<file path="config.mk">
export PLATFORM = sky130hd
export DESIGN_NAME = strap_mode_ctrl
export DESIGN_NICKNAME = d
export VERILOG_FILES = /design/src/rtl/strap_mode_pkg.sv /design/src/rtl/strap_latch.sv /design/src/rtl/cfg_regfile.sv /design/src/rtl/pin_router.sv /design/src/rtl/strap_mode_ctrl.sv
export SDC_FILE = /design/constraint.sdc
export NUM_CORES = 1
export LEC_CHECK = 0
export ABC_CLOCK_PERIOD_IN_PS = 1640
export BUFFER_PORTS_ARGS = -buffer_cell sky130_fd_sc_hd__buf_2
export CAP_MARGIN = 40
export CORE_MARGIN = 2
export CORE_UTILIZATION = 25
export DETAILED_ROUTE_END_ITERATION = 8
export GPL_TIMING_DRIVEN = 0
export HOLD_SLACK_MARGIN = 0.15
export PLACE_DENSITY = 0.6
export SLEW_MARGIN = 20
export SYNTH_ARGS = -nofsm -noshare
export SYNTH_HDL_FRONTEND = slang
export SYNTH_SLANG_ARGS = --single-unit
</file>
<file path="constraint.sdc">
create_clock -name clk -period 1.64 [get_ports clk]
set_input_delay 0.246 -clock clk [delete_from_list [all_inputs] [get_ports clk]]
set_output_delay 0.246 -clock clk [all_outputs]
set_load 0.02 [all_outputs]
</file>
<file path="src/rtl/strap_mode_pkg.sv">
package strap_mode_pkg;

    typedef enum logic [1:0] {
        MODE_PIN = 2'b00,
        MODE_SPI = 2'b01,
        MODE_I2C = 2'b10
    } cfg_mode_t;

    typedef enum logic [1:0] {
        EDGE_SLOW = 2'b00,
        EDGE_MED  = 2'b01,
        EDGE_FAST = 2'b10
    } edge_rate_t;

    localparam int ADDR_W    = 4;
    localparam int REG_W     = 8;
    localparam logic [ADDR_W-1:0] ADDR_OE   = 4'd0;
    localparam logic [ADDR_W-1:0] ADDR_CTRL = 4'd1;
    localparam logic [ADDR_W-1:0] ADDR_SRST = 4'd15;
    localparam int SRST_BIT  = 1;

    // control register fields
    localparam int CTL_INSRC = 0;
    localparam int CTL_INVAL = 1;
    localparam int CTL_EDGE  = 2;
    localparam int CTL_DIV   = 4;
    localparam int CTL_TYPE  = 5;

    localparam logic [REG_W-1:0] OE_DEFAULT   = '1;
    localparam logic [REG_W-1:0] CTRL_DEFAULT = '0;

    function automatic cfg_mode_t decode_strap(input logic lo, input logic hi);
        case ({hi, lo})
            2'b01:   return MODE_SPI;
            2'b10:   return MODE_I2C;
            default: return MODE_PIN;
        endcase
    endfunction

    function automatic edge_rate_t decode_edge_pad(input logic lo, input logic hi);
        case ({hi, lo})
            2'b01:   return EDGE_SLOW;
            2'b10:   return EDGE_FAST;
            default: return EDGE_MED;
        endcase
    endfunction

    function automatic edge_rate_t decode_edge_code(input logic [1:0] code);
        case (code)
            2'b00:   return EDGE_SLOW;
            2'b10:   return EDGE_FAST;
            default: return EDGE_MED;
        endcase
    endfunction

endpackage

</file>
<file path="src/rtl/strap_latch.sv">
module strap_latch
    import strap_mode_pkg::*;
#(
    parameter int SRST_CYCLES = 4
) (
    input  logic              clk,
    input  logic              por,
    input  logic              strap_lo,
    input  logic              strap_hi,
    input  logic              wr_en,
    input  logic [ADDR_W-1:0] wr_addr,
    input  logic              wr_srst_bit,
    output cfg_mode_t         mode_o,
    output logic              in_reset_o
);

    localparam int CNT_W = $clog2(SRST_CYCLES + 1);

    logic [CNT_W-1:0] rst_cnt;
    cfg_mode_t        mode_q;
    logic             srst_req;

    assign srst_req = wr_en && (mode_q != MODE_PIN) && (wr_addr == ADDR_SRST) && wr_srst_bit;

    always_ff @(posedge clk) begin
        if (por) begin
            rst_cnt <= CNT_W'(1);
            mode_q  <= MODE_PIN;
        end else if (rst_cnt != '0) begin
            rst_cnt <= rst_cnt - CNT_W'(1);
            if (rst_cnt == CNT_W'(1))
                mode_q <= decode_strap(strap_lo, strap_hi);
        end else if (srst_req) begin
            rst_cnt <= CNT_W'(SRST_CYCLES);
        end
    end

    assign mode_o     = mode_q;
    assign in_reset_o = (rst_cnt != '0);

    // window checker for the soft reset length
    logic [CNT_W:0] run_len;
    always_ff @(posedge clk) begin
        if (por || !in_reset_o) run_len <= '0;
        else                    run_len <= run_len + 1'b1;
    end


    mode_frozen_chk: assert property (@(posedge clk) disable iff (por)
        (!in_reset_o && !$past(in_reset_o)) |-> $stable(mode_q));


    strap_capture_chk: assert property (@(posedge clk) disable iff (por)
        $fell(in_reset_o) |-> (mode_q == decode_strap($past(strap_lo), $past(strap_hi))));


    srst_len_chk: assert property (@(posedge clk) disable iff (por)
        run_len <= (CNT_W+1)'(SRST_CYCLES));


    pin_no_srst_chk: assert property (@(posedge clk) disable iff (por)
        (mode_q == MODE_PIN && !in_reset_o) |=> !in_reset_o);

endmodule

</file>
<file path="src/rtl/cfg_regfile.sv">
module cfg_regfile
    import strap_mode_pkg::*;
(
    input  logic              clk,
    input  logic              por,
    input  logic              in_reset,
    input  cfg_mode_t         mode,
    input  logic              wr_en,
    input  logic [ADDR_W-1:0] wr_addr,
    input  logic [REG_W-1:0]  wr_data,
    output logic [REG_W-1:0]  oe_reg,
    output logic [REG_W-1:0]  ctrl_reg
);

    logic wr_ok;
    assign wr_ok = wr_en && (mode != MODE_PIN) && !in_reset;

    always_ff @(posedge clk) begin
        if (por || in_reset) begin
            oe_reg   <= OE_DEFAULT;
            ctrl_reg <= CTRL_DEFAULT;
        end else if (wr_ok) begin
            case (wr_addr)
                ADDR_OE:   oe_reg   <= wr_data;
                ADDR_CTRL: ctrl_reg <= wr_data;
                default:   ;
            endcase
        end
    end


    pin_regs_hold_chk: assert property (@(posedge clk) disable iff (por)
        (mode == MODE_PIN && !in_reset && !$past(in_reset)) |=> ($stable(oe_reg) && $stable(ctrl_reg)));

endmodule

</file>
<file path="src/rtl/pin_router.sv">
module pin_router
    import strap_mode_pkg::*;
#(
    parameter int NUM_OUT = 8
) (
    input  cfg_mode_t          mode,
    input  logic               in_reset,
    input  logic               pin_oe,
    input  logic               pin_erc_lo,
    input  logic               pin_erc_hi,
    input  logic               pin_div,
    input  logic               pin_otype,
    input  logic               pin_insel,
    input  logic [REG_W-1:0]   oe_reg,
    input  logic [REG_W-1:0]   ctrl_reg,
    output logic [NUM_OUT-1:0] out_en,
    output edge_rate_t         edge_sel,
    output logic               in_sel,
    output logic               div_sel,
    output logic               out_type,
    output logic               bus_clk,
    output logic               bus_sel,
    output logic               bus_din,
    output logic               bus_dout_en
);

    logic host;
    assign host = (mode != MODE_PIN);

    always_comb begin
        if (in_reset)  out_en = '0;
        else if (host) out_en = oe_reg[NUM_OUT-1:0];
        else           out_en = {NUM_OUT{pin_oe}};
    end

    always_comb begin
        if (host) begin
            edge_sel = decode_edge_code(ctrl_reg[CTL_EDGE +: 2]);
            in_sel   = ctrl_reg[CTL_INSRC] ? ctrl_reg[CTL_INVAL] : pin_insel;
            div_sel  = ctrl_reg[CTL_DIV];
            out_type = ctrl_reg[CTL_TYPE];
        end else begin
            edge_sel = decode_edge_pad(pin_erc_lo, pin_erc_hi);
            in_sel   = pin_insel;
            div_sel  = pin_div;
            out_type = pin_otype;
        end
    end

    assign bus_clk     = host & pin_oe;
    assign bus_sel     = host & pin_erc_hi;
    assign bus_din     = host & pin_div;
    assign bus_dout_en = host;

endmodule

</file>
<file path="src/rtl/strap_mode_ctrl.sv">
module strap_mode_ctrl
    import strap_mode_pkg::*;
#(
    parameter int NUM_OUT     = 8,
    parameter int SRST_CYCLES = 4
) (
    input  logic               clk,
    input  logic               por,
    input  logic               strap_lo,
    input  logic               strap_hi,
    input  logic               pin_oe,
    input  logic               pin_erc_lo,
    input  logic               pin_erc_hi,
    input  logic               pin_div,
    input  logic               pin_otype,
    input  logic               pin_insel,
    input  logic               wr_en,
    input  logic [3:0]         wr_addr,
    input  logic [7:0]         wr_data,
    output logic [1:0]         mode,
    output logic               in_reset,
    output logic [NUM_OUT-1:0] out_en,
    output logic [1:0]         edge_sel,
    output logic               in_sel,
    output logic               div_sel,
    output logic               out_type,
    output logic               bus_clk,
    output logic               bus_sel,
    output logic               bus_din,
    output logic               bus_dout_en
);

    cfg_mode_t          mode_w;
    edge_rate_t         edge_w;
    logic [REG_W-1:0]   oe_reg;
    logic [REG_W-1:0]   ctrl_reg;

    strap_latch #(.SRST_CYCLES(SRST_CYCLES)) u_latch (
        .clk         (clk),
        .por         (por),
        .strap_lo    (strap_lo),
        .strap_hi    (strap_hi),
        .wr_en       (wr_en),
        .wr_addr     (wr_addr),
        .wr_srst_bit (wr_data[SRST_BIT]),
        .mode_o      (mode_w),
        .in_reset_o  (in_reset)
    );

    cfg_regfile u_regs (
        .clk      (clk),
        .por      (por),
        .in_reset (in_reset),
        .mode     (mode_w),
        .wr_en    (wr_en),
        .wr_addr  (wr_addr),
        .wr_data  (wr_data),
        .oe_reg   (oe_reg),
        .ctrl_reg (ctrl_reg)
    );

    pin_router #(.NUM_OUT(NUM_OUT)) u_route (
        .mode        (mode_w),
        .in_reset    (in_reset),
        .pin_oe      (pin_oe),
        .pin_erc_lo  (pin_erc_lo),
        .pin_erc_hi  (pin_erc_hi),
        .pin_div     (pin_div),
        .pin_otype   (pin_otype),
        .pin_insel   (pin_insel),
        .oe_reg      (oe_reg),
        .ctrl_reg    (ctrl_reg),
        .out_en      (out_en),
        .edge_sel    (edge_w),
        .in_sel      (in_sel),
        .div_sel     (div_sel),
        .out_type    (out_type),
        .bus_clk     (bus_clk),
        .bus_sel     (bus_sel),
        .bus_din     (bus_din),
        .bus_dout_en (bus_dout_en)
    );

    assign mode     = mode_w;
    assign edge_sel = edge_w;


    rst_outs_off_chk: assert property (@(posedge clk) disable iff (por)
        in_reset |-> (out_en == '0));


    bus_idle_chk: assert property (@(posedge clk) disable iff (por)
        (mode == 2'b00) |-> !(bus_clk || bus_sel || bus_din || bus_dout_en));


    por_release_chk: assert property (@(posedge clk)
        $fell(por) |-> in_reset);

endmodule

</file>
==> flow_summary_export.csv <==
group,metric,value,unit
setup_path,reg2reg_to,"u_regs.oe_reg[1]",
sta,setup_ws,-0.0742,ns
sta,fmax,583,MHz
setup_path,rr_startpoint,"u_latch.rst_cnt[0]",
die,core.rowCount,24,
grt,grt_pass1_vias,1174,
synth,yosysWarnings,0,
sta,finalSetupViolCount,15,
clocking,cts_num_sinks,19,
layout,seqCellArea,394,um^2
die,die_w,72.4,um
synth,netlist_area,0.00117,mm^2
setup_path,required,1.79,ns
setup_path,worstPathArrival,1.87,ns
synth,ys_ff_latch,19,
setup_path,crit_type,"reg -> reg",
clocking,clk_latency,0.26,ns
layout,nFillCells,454,
die,fp.dieH,72.4,um
placement,pre_cts_ws,-0.327,ns
die,io-pin-count,43,
drt,wl_met2,1810,um
layout,fin_area,0.00183,mm^2
min_path,min-delay-start,"por",
setup_path,cp-end-kind,"flip-flop",
drt,met3WireLength,173,um
pwr,finalPower,2.05,mW
grt,track_usage,0.139,
clocking,cts_buffers,3,
sta,fin_crit_sh,1.05,
drt,vias,1290,
synth,synth.yosys.seq_area_share,0.325,
clocking,clk_path_buf_depth,2,
job,max_cap_violations,0,
min_path,hold_end,"u_latch.mode_o[0]",
clocking,cts_tree,"built",
sta,period_minus_slack,1.71,ns
sta,rsz0062_at_grt,"true",
grt,overflow,0,
clocking,clockRootBuffer,"clkbuf_8",
sta,tightestPinTransition,0.747,ns
layout,utilization,0.412,
drt,wirelength,3690,um
setup_path,start_kind,"flip-flop",
pwr,p_per_area,1120,mW/mm^2
layout,diodes,0,
placement,routabilityCongestion,0.793,
grt,antenna_found_initial,0,
setup_path,rr_worst_depth,6,
layout,final_common_cell,"buf_2",
synth,yosys.area.top_type,"dfxtp_1",
drt,drt-initial-drc-count,66,
drt,ant_nets,0,
grt,grt_pass1_wl,5650,um
die,core,0.00444,mm^2
clocking,htreeDepth,1,
placement,portBuffers,41,
layout,drive_gt1_frac,0.475,
min_path,min_path_cells,2,
setup_path,reg2reg_setup_slack,-0.07,ns
pwr,vdd_drop_max,0.550,mV
sta,finalHoldViolCount,0,
die,floorplan.initialDensity,0.263,
drt,viasPerCell,5.12,
drt,drc_errors,0,
layout,most-common-layout-cells,"34 x buf_2, 22 x nand2_1, 18 x buf_4",
layout,largest_reg_flops,8,
sta,slew_headroom,0.502,
die,dieArea,0.00524,mm^2
pwr,p_leak,0.751,nW
run_status,failed_checks,"setup timing",
setup_path,crit_path_start,"u_latch.rst_cnt[0]",
layout,final_nets,227,
clocking,cts.clk_slew.worst_paths,0.08,ns
drt,wire_per_inst,14.6,um
drt,top_layer,"met4",
layout,multi_input_area,873,um^2
synth,ys_types,34,
drt,dr.pass1.iters,4,
sta,maxSlewViolCount,0,
synth,netlist.area_leader.share,0.325,
setup_path,crit_fanout,5,
placement,hpwl,2440,um
layout,syn_to_final_growth,56.5,%
run_status,status,"complete, but fails checks",
synth,netlist_top_cells_area,"dfxtp_1 33%, nor4_2 8.6%, nand2_1 7.7%",
grt,grt_start_max_net_pins,12,
drt,route.layer.met1.wl,1690,um
synth,avgSynthCellArea,8.12,um^2
synth,synth_fp_nets,170,
sta,fin_worst_skew,0.00668,ns
synth,syn_inst,144,
min_path,min_path_type,"in -> reg",
placement,dpl_cell_area,0.00147,mm^2
## where the power goes
group | leakage [nW] | internal, mW | switching [mW]
combinational | 0.568 | 0.487 | 0.671
clock | 0.0255 | 0.170 | 0.178
sequential | 0.157 | 0.504 | 0.0386
## Yosys cell counts
master and instances:
buf_2 3, clkinv_1 1, nand2b_1 2, buf_6 1, a21boi_0 2, or4b_1 1
nor4b_2 1, nor2_2 1, o21ai_1 9, a31oi_1 10, o21a_1 1, nand2_1 24
or3b_2 2, or3b_1 1, or4_1 1, o31ai_1 5, a21oi_1 11, buf_1 1
and2_1 4, dfxtp_1 19, clkbuf_1 5, mux2i_1 1, inv_1 6, nor4_2 8
ha_1 3, o31ai_2 2, nand4_1 7, clkbuf_2 1, a21boi_1 4, nor2_1 2
o311ai_0 1, nand3b_1 2, mux2_2 1, o21ai_0 1
## per-layer routing
metal | global-route usage | vias up
met1 | 0.182 | 610
met5 | 0 | -
li1 | - | 643
met4 | 0.0247 | 0
met3 | 0.0361 | 2
met2 | 0.231 | 35
## stage by stage
| stage | hold WS [ns] | TNS [ns] | cells |
|---|---|---|---|
| floorplan | 0.308 | -0.430 | 144 |
| global placement | 0.454 | -5.25 | 237 |
| detailed placement | 0.461 | -5.27 | 237 |
| CTS | 0.231 | -0.487 | 245 |
| global route | 0.240 | -2.01 | 252 |
| finish | 0.226 | -0.699 | 252 |
## cell type report
| type | instances | area share |
|---|---|---|
| Clock buffer | 3 | 0.0226 |
| Timing Repair Buffer | 53 | 0.187 |
| Buffer | 10 | 0.0424 |
| Sequential cell | 19 | 0.215 |
| Clock inverter | 1 | 0.00273 |
| Multi-Input combinational cell | 107 | 0.477 |
| Inverter | 7 | 0.0171 |
| Tap cell | 52 | 0.0355 |
## worst max-delay path by stage
stage,to,cells after the start
5_1_grt,u_regs.ctrl_reg[5],6
4_1_cts,in_sel,5
2_1_floorplan,u_regs.ctrl_reg[1],7
3_5_place_dp,in_sel,5
3_3_place_gp,in_sel,5
6_report,u_regs.oe_reg[1],6
## kinds of logic after synthesis
group / Yosys count / synth area share
compound gates: 46 / 0.249
fa+ha+maj: 3 / 0.0321
buf+inv: 18 / 0.0684
flops: 19 / 0.325
mux: 2 / 0.0182
simple gates: 56 / 0.307
## critical path, stage by stage (launching register included)
cell	delay [ns]
dfxtp_4	0.36
nor2_4	0.13
ha_4	0.15
or4b_4	0.54
clkbuf_16	0.21
nor4_4	0.14
o21ai_1	0.08
## what timing repair did
item / 4_1_cts / 5_1_grt
resized for setup: 30 / 22
cloned: 0 / 1
hold buffers: 0 / 0
endpoints found under the setup margin: 32 / 33
pin swaps: 3 / 5
setup buffers: 5 / 6
Power figures use the tool's default switching activity.
